<file path="src/rtl/pop_pkg.sv">
package pop_pkg;
  typedef enum logic {
    ST_FILL = 1'b0,
    ST_RUN  = 1'b1
  } fill_st_e;
endpackage

</file>
<file path="src/rtl/pop_fill_ctrl.sv">
module pop_fill_ctrl
  import pop_pkg::*;
#(
  parameter int unsigned BYTE_W = 8,
  localparam int unsigned DEPTH = 1 << BYTE_W
) (
  input  logic              clk_i,
  input  logic              rst_ni,
  output logic              wr_en_o,
  output logic [BYTE_W-1:0] wr_addr_o,
  output logic              ready_o
);
  fill_st_e          st_q;
  logic [BYTE_W-1:0] idx_q;

  always_ff @(posedge clk_i or negedge rst_ni) begin
    if (!rst_ni) begin
      st_q  <= ST_FILL;
      idx_q <= '0;
    end else if (st_q == ST_FILL) begin
      idx_q <= idx_q + 1'b1;
      if (idx_q == BYTE_W'(DEPTH - 1)) st_q <= ST_RUN;
    end
  end

  assign wr_en_o   = (st_q == ST_FILL);
  assign wr_addr_o = idx_q;
  assign ready_o   = (st_q == ST_RUN);
endmodule

</file>
<file path="src/rtl/pop_table.sv">
module pop_table #(
  parameter int unsigned BYTE_W = 8,
  parameter int unsigned LANES  = 4,
  localparam int unsigned DEPTH = 1 << BYTE_W,
  localparam int unsigned CNT_W = $clog2(BYTE_W + 1)
) (
  input  logic                         clk_i,
  input  logic                         wr_en_i,
  input  logic [BYTE_W-1:0]            wr_addr_i,
  input  logic [LANES*BYTE_W-1:0]      rd_word_i,
  output logic [LANES-1:0][CNT_W-1:0]  rd_cnt_o
);
  logic [CNT_W-1:0] mem [DEPTH];
  logic [CNT_W-1:0] wr_data;

  // entry(i) = entry(i>>1) + lsb(i); the source entry was written on an earlier cycle
  always_comb begin
    if (wr_addr_i == '0) wr_data = '0;
    else                 wr_data = mem[wr_addr_i >> 1] + CNT_W'(wr_addr_i[0]);
  end

  always_ff @(posedge clk_i) begin
    if (wr_en_i) mem[wr_addr_i] <= wr_data;
  end

  for (genvar l = 0; l < LANES; l++) begin : g_rd
    assign rd_cnt_o[l] = mem[rd_word_i[l*BYTE_W +: BYTE_W]];
  end
endmodule

</file>
<file path="src/rtl/pop_sum.sv">
module pop_sum #(
  parameter int unsigned BYTE_W = 8,
  parameter int unsigned LANES  = 4,
  localparam int unsigned CNT_W = $clog2(BYTE_W + 1),
  localparam int unsigned SUM_W = $clog2(LANES * BYTE_W + 1)
) (
  input  logic                        clk_i,
  input  logic                        rst_ni,
  input  logic                        take_i,
  input  logic [LANES-1:0][CNT_W-1:0] lane_cnt_i,
  output logic                        valid_o,
  output logic [SUM_W-1:0]            sum_o
);
  logic [SUM_W-1:0] acc;

  always_comb begin
    acc = '0;
    for (int l = 0; l < LANES; l++) acc = acc + SUM_W'(lane_cnt_i[l]);
  end

  always_ff @(posedge clk_i or negedge rst_ni) begin
    if (!rst_ni) begin
      valid_o <= 1'b0;
      sum_o   <= '0;
    end else begin
      valid_o <= take_i;
      if (take_i) sum_o <= acc;
    end
  end
endmodule

</file>
<file path="src/rtl/popcnt_bytetab.sv">
module popcnt_bytetab #(
  parameter int unsigned DATA_W = 32,
  parameter int unsigned BYTE_W = 8,
  localparam int unsigned LANES = DATA_W / BYTE_W,
  localparam int unsigned CNT_W = $clog2(BYTE_W + 1),
  localparam int unsigned SUM_W = $clog2(DATA_W + 1)
) (
  input  logic              clk_i,
  input  logic              rst_ni,
  input  logic              valid_i,
  input  logic [DATA_W-1:0] data_i,
  output logic              ready_o,
  output logic              valid_o,
  output logic [SUM_W-1:0]  count_o
);
  logic                        wr_en;
  logic [BYTE_W-1:0]           wr_addr;
  logic [LANES-1:0][CNT_W-1:0] lane_cnt;

  pop_fill_ctrl #(.BYTE_W(BYTE_W)) u_fill (
    .clk_i, .rst_ni,
    .wr_en_o(wr_en), .wr_addr_o(wr_addr), .ready_o(ready_o)
  );

  pop_table #(.BYTE_W(BYTE_W), .LANES(LANES)) u_tab (
    .clk_i,
    .wr_en_i(wr_en), .wr_addr_i(wr_addr),
    .rd_word_i(data_i), .rd_cnt_o(lane_cnt)
  );

  pop_sum #(.BYTE_W(BYTE_W), .LANES(LANES)) u_sum (
    .clk_i, .rst_ni,
    .take_i(valid_i && ready_o),
    .lane_cnt_i(lane_cnt),
    .valid_o(valid_o), .sum_o(count_o)
  );
endmodule

</file>
<file path="config.mk">
export PLATFORM = sky130hd
export DESIGN_NAME = popcnt_bytetab
export DESIGN_NICKNAME = d
export VERILOG_FILES = /design/src/rtl/pop_pkg.sv /design/src/rtl/pop_fill_ctrl.sv /design/src/rtl/pop_table.sv /design/src/rtl/pop_sum.sv /design/src/rtl/popcnt_bytetab.sv
export SDC_FILE = /design/constraint.sdc
export NUM_CORES = 2
export LEC_CHECK = 0
export BUFFER_PORTS_ARGS = -buffer_cell sky130_fd_sc_hd__clkbuf_2
export CORE_MARGIN = 4
export CORE_UTILIZATION = 40
export DETAILED_ROUTE_END_ITERATION = 10
export GPL_ROUTABILITY_DRIVEN = 0
export MAX_ROUTING_LAYER = met4
export PLACE_DENSITY = 0.55
export SLEW_MARGIN = 10
export SYNTH_ARGS = -nofsm -noshare
export SYNTH_HDL_FRONTEND = slang
export SYNTH_SLANG_ARGS = --single-unit
</file>
<file path="constraint.sdc">
create_clock -name clk_i -period 35.2 [get_ports clk_i]
set_input_delay 3.52 -clock clk_i [delete_from_list [all_inputs] [get_ports clk_i]]
set_output_delay 3.52 -clock clk_i [all_outputs]
set_load 0.01 [all_outputs]
</file>
== Yosys cells after proc, flatten, opt, wreduce, memory -nomap -nowiden ==
Memory sizes are Yosys's and may differ from the RTL's.
Index checks and enable logic that the tools add are counted.
Operators by class
  reduce and logical (&&, ||, !) cells: 2
  equal/unequal tests: 1
  muxes and demuxes: 4
  $add $sub $neg: 5
Operator list (count)
  $add A6 B4 Y6: 2
  $add A8 B1 Y8 const B: 1
  $eq A8 B8 Y1 const B: 1
  $logic_not A8 Y1: 1
  $add A4 B4 Y5: 1
  $add A4 B1 Y4: 1
  $mux W4: 1
  $mux W1: 3
  $logic_and A1 B1 Y1: 1
Word-level totals
  word-level logic and storage cells: 17
  input port bits: 35
  RAM bits: 1024
  output and inout port bits: 8
  bits in registers: 16
  memories: 1
Memory list
  u_tab.mem: words 256, width 4, read ports 5, clocked after memory_dff 0, write ports 1, line pop_table.sv:13  | logic [CNT_W-1:0] mem [DEPTH];

== Depth between registers and ports, before layout ==
An unclocked memory read counts as a cell.
  word-level depth: 4
  mapped depth: 20
  gate-level depth less buffers: 16

== Cells and area by module ==
A second synthesis with hierarchy kept.
Unflattened totals
  cells, all modules: 3517
  area, all modules: 69251.4 sq um
Modules (own cells, without submodules)
  pop_table: cells each 3426, instances 1, area an instance 68222.9 sq um, seq. area each 30749.5 sq um
  pop_sum: cells each 59, instances 1, area an instance 621.8 sq um, seq. area each 175.2 sq um
  pop_fill_ctrl: cells each 31, instances 1, area an instance 400.4 sq um, seq. area each 225.2 sq um
  popcnt_bytetab: cells each 1, instances 1, area an instance 6.3 sq um, seq. area each 0.0 sq um

== Worst setup path before layout ==
Ideal clock, no wire load.
  path type: register to register
  start: reg u_fill.idx_q[1] (netlist: u_fill.wr_addr_o[1])
  end: mem u_tab.mem[0][2] (netlist name) (data pin)
  required time: 32924 ps
  library setup time: 2276 ps
  path buffers: 4
  data arrival time: 13584 ps
  stages on the path, launching flop included: 13
  period minus slack after synthesis: 15860 ps
  path slack: 19340 ps
  path through: dfrtp_1 -> buf_2 -> buf_2 -> buf_2 -> buf_4 -> mux4_2 -> mux2i_1 -> o22ai_1 -> or4_1 -> ha_1 -> ha_1 -> or3_1 -> a21boi_0
On the way
  cells in the longest elaborated chain, start to end: 3
  elaborated cells between the ends (all ways): 4
  classes of those cells: add/sub (1); mux (1); reduce/logical (1); memory (1)
RTL lines
  from (decl): line pop_fill_ctrl.sv:14  | logic [BYTE_W-1:0] idx_q;
  from (signal assigned): line pop_fill_ctrl.sv:21  | idx_q <= idx_q + 1'b1;
  $mem_v2 Z256 W4
  $add A4 B1 Y4: line pop_table.sv:19  | else wr_data = mem[wr_addr_i >> 1] + CNT_W'(wr_addr_i[0]);
  $mux W4 *: line pop_table.sv:18  | if (wr_addr_i == '0) wr_data = '0;
  via u_tab.wr_data[2]: line pop_table.sv:14  | logic [CNT_W-1:0] wr_data;
  to (decl): line pop_table.sv:13
Mark *: on every way through the listed nets, which the timed path passes. The rest lies on a longest branch.

== Worst setup path after layout ==
  start: in data_i[0]
  end: reg u_sum.sum_o[4]
On the way
  cells in the longest elaborated chain, start to end: 4
RTL lines
  from (decl): line popcnt_bytetab.sv:11  | input logic [DATA_W-1:0] data_i,
  $mem_v2 Z256 W4
  $add A4 B4 Y5: line pop_sum.sv:18  | for (int l = 0; l < LANES; l++) acc = acc + SUM_W'(lane_cnt_i[l]);
  $add A6 B4 Y6 (2 in a row): line pop_sum.sv:18
  to (signal assigned): line pop_sum.sv:24  | sum_o <= '0;
  to (signal assigned): line pop_sum.sv:27  | if (take_i) sum_o <= acc;
  to (decl): line pop_sum.sv:12  | output logic [SUM_W-1:0] sum_o
No other way between the ends.
A chain may end at the register's enable or synchronous reset.

==> impl_metrics.py <==
metrics = {
    "cts": {
        "tritoncts": "built",
        "clockBufferDepth": 3,
        "cts_max_level": 3,
        "root_buffer": "clkbuf_16",
        "post_cts_resize_count": 0,
        "numCtsBuffers": 118,
        "cts_sinks": 1040,
        "cts.hold.buffers_added": 0,
        "post_cts.repair.setup_buffers": 0,
        "clk_pin_slew_ns": 0.06,
        "worstSkewPairLatency_ns": 0.79,
    },
    "critical_path": {
        "critPathKind": "in -> reg",
        "timing.rr.start": "u_fill.wr_addr_o[3]",
        "crit_buf_inv": 5,
        "crit_fanout": 39,
        "end_kind": "flop",
        "crit_arrival_ns": 10.62,
        "crit_slowest_cell": "buf_4",
        "worstPathCellList": "buf_8 > buf_4 > buf_4 > buf_4 > mux4_2 > mux4_2 > mux4_2 > nand2_1 > and4_1 > inv_1 > ha_1 > a21o_1 > a21oi_1 > xnor2_1 > fa_1 > ha_1 > a21oi_1 > xor2_1 > o21ai_0",
        "reg2reg_slack_ns": 27.55,
        "rr_endpoint": "u_tab.mem[164][1]",
        "cp.required_ns": 35.84,
        "critPathMaxStageDelay_ns": 0.81,
        "start_kind": "input port",
        "cp.depth": 19,
        "reg2reg_depth": 11,
        "crit_family": "buffers and inverters",
    },
    "global_route": {
        "grt_usage_pct": 29.3,
        "grt_pass1_vias": 43900,
        "grt_pass1_wl_mm": 360,
        "grt_overflow_total": 0,
        "antenna_found_initial": 19,
        "grt_max_degree": 225,
    },
    "synth": {
        "ys.flop_type": "edfxtp_1",
        "ys_ff_latch": 1040,
        "synth_top_area_share_pct": 47.4,
        "synthTopCellsByCount": "mux4_2 (1461), edfxtp_1 (1024), nor2_1 (268)",
        "netlist_instances": 3523,
        "async_flop_share_pct": 1.54,
        "yosysWarnings": 0,
        "synth_edf_count": 1024,
        "avgSynthCellArea_um2": 19.7,
        "synthMostInstantiatedCell": "mux4_2",
        "synth_nets": 3578,
        "seq_area_frac_synth_pct": 44.9,
        "synth_area_leaders": "mux4_2 (47%), edfxtp_1 (44%), nor2_1 (1.4%)",
        "yosysTopAreaCell": "mux4_2",
        "synth_area_um2": 69400,
        "yosysUniqueCellTypes": 46,
    },
    "placed_design": {
        "hpwlAfterDp_mm": 167,
        "dp.cells": 5585,
        "pre_cts_ws_ns": 24.31,
        "placed_cell_area_um2": 71600,
        "io_buffers": 42,
    },
    "detailed_routing": {
        "num_vias": 43700,
        "firstDrtPassIters": 6,
        "drt-total-wl_mm": 256,
        "drt_iter0_drc": 6542,
        "vias_per_cell": 7.50,
        "wl_per_cell_um": 44.0,
        "antenna_left": 0,
        "drc_errors": 0,
    },
    "power": {
        "power_density_nw_per_um2": 38.3,
        "vdd_drop_max_mv": 0.0411,
        "power.leakage_uw": 0.0194,
    },
    "floorplanning": {
        "num_rows": 152,
        "die_area_um2": 180000,
        "start_util_pct": 40.3,
        "die_w_um": 424,
        "pin_count": 43,
        "fp.dieH_um": 424,
        "core_area_um2": 172000,
    },
    "timing": {
        "period_needed_ns": 9.98,
        "clock_skew_ns": 0.0541,
        "worst_pin_slew_ns": 1.34,
        "setup_slack_ns": 25.22,
        "slew-limit-headroom_pct": 10.4,
        "setup-tns-final_ns": 0,
        "rsz0062_at_grt": "false",
        "finalCritPeriodShare_pct": 28.4,
        "setup_viol": 0,
        "hold_viol_final": 0,
        "clock.fmax_ghz": 0.100,
        "report.final.slew_viol_count": 0,
    },
    "finish": {
        "stdcell_count": 5823,
        "drive_above_1_share_pct": 51.9,
        "fill_cells": 14400,
        "final_area_um2": 75800,
        "finalNetCount": 3450,
        "fin_util_pct": 44.0,
        "syn_to_final_growth_pct": 9.26,
    },
    "hold_path": {
        "min_delay_worst_endpoint": "u_sum.sum_o[3]",
        "hold_path_class": "reg -> reg",
        "worstHoldStart": "u_sum.sum_o[3]",
        "hold_depth": 2,
    },
    "run": {
        "cap_violations": 0,
    },
    "run_status": {
        "status": "complete, no violations",
    },
}
==> power breakdown <==
group	internal (uW)	switching, uW
Sequential	1340	0
Clock	769	554
Combinational	97.3	145
Total	2210	699
==> per-layer routing <==
metal  global-route usage [%]  vias to the layer above  part of all wire (%)
met1                     37.6                    23700                    36
met5                        -                        -                     0
li1                         -                    15900                     -
met2                     44.0                     3492                    47
met4                     13.4                        0                   5.2
met3                     7.78                      605                    12
==> layout by cell type, fill, tap and decap left out, drive strengths merged, types with 3 or more instances in the layout <==
| cell | instances |
|---|---|
| ha | 14 |
| bufinv | 20 |
| edfxtp | 1024 |
| clkinvlp | 11 |
| xnor2 | 7 |
| and2 | 5 |
| mux4 | 1461 |
| fa | 6 |
| mux2 | 10 |
| a22oi | 36 |
| nor2 | 268 |
| nand4 | 8 |
| a21oi | 12 |
| nand2b | 5 |
| nor2b | 20 |
| nand2 | 73 |
| clkbuf | 162 |
| buf | 113 |
| mux2i | 55 |
| nand3 | 44 |
| dfrtp | 16 |
| diode | 15 |
| and3 | 5 |
| inv | 20 |
| o22ai | 11 |
| clkinv | 48 |
| xor2 | 4 |
| o21ai | 13 |
| a221oi | 3 |
==> tightest hold or removal path, cell delays in order, from the launching register on <==
cell     delay [ns]
dfrtp_1        0.36
nand2_1        0.05
o21ai_0        0.06
==> layout make-up <==
cell class | instances | area (um2) | area share, %
flip-flops and latches | 1040 | 31200 | 41.1
clock buffers | 136 | 3030 | 4.00
inverters | 12 | 45.0 | 0.0594
well taps | 2310 | 2890 | 3.81
repair buffers | 139 | 1090 | 1.44
multi-input cells | 2084 | 36500 | 48.1
clock inverters | 87 | 1090 | 1.44
diodes | 15 | 37.5 | 0.0495
==> cell families after synthesis <==
family                     synth area share [%]
AOI/OAI and AO/OA                         0.891
xor gates and xnor gates                  0.139
adders and majority gates                 0.426
buffers and inverters                      2.62
DFF                                        44.9
muxes                                      48.4
and+or+nand+nor                            2.65
==> state kept, by name, summed over array words and instances (netlist names) <==
name / flops
u_fill.ready_o: 1
u_fill.wr_addr_o: 8
u_sum.sum_o: 6
u_sum.valid_o: 1
u_tab.mem: 1024
==> how the worst max path moves through the flow <==
stage	start	end
6_report	data_i[0]	u_sum.sum_o[4]
5_1_grt	data_i[0]	u_sum.sum_o[5]
4_1_cts	data_i[0]	u_sum.sum_o[4]
3_5_place_dp	data_i[0]	u_sum.sum_o[4]
3_3_place_gp	data_i[0]	u_sum.sum_o[5]
2_1_floorplan	u_fill.wr_addr_o[1]	u_tab.mem[0][2]
==> through the flow <==
| stage | hold WS, ns | total power [uW] |
|---|---|---|
| 2_1_floorplan | 0.516 | 1530 |
| 3_3_place_gp | 0.484 | 1610 |
| 3_5_place_dp | 0.483 | 1610 |
| 4_1_cts | 0.496 | 2920 |
| 5_1_grt | 0.531 | 2980 |
| 6_report | 0.505 | 2900 |
(Power assumes the default switching activity.)
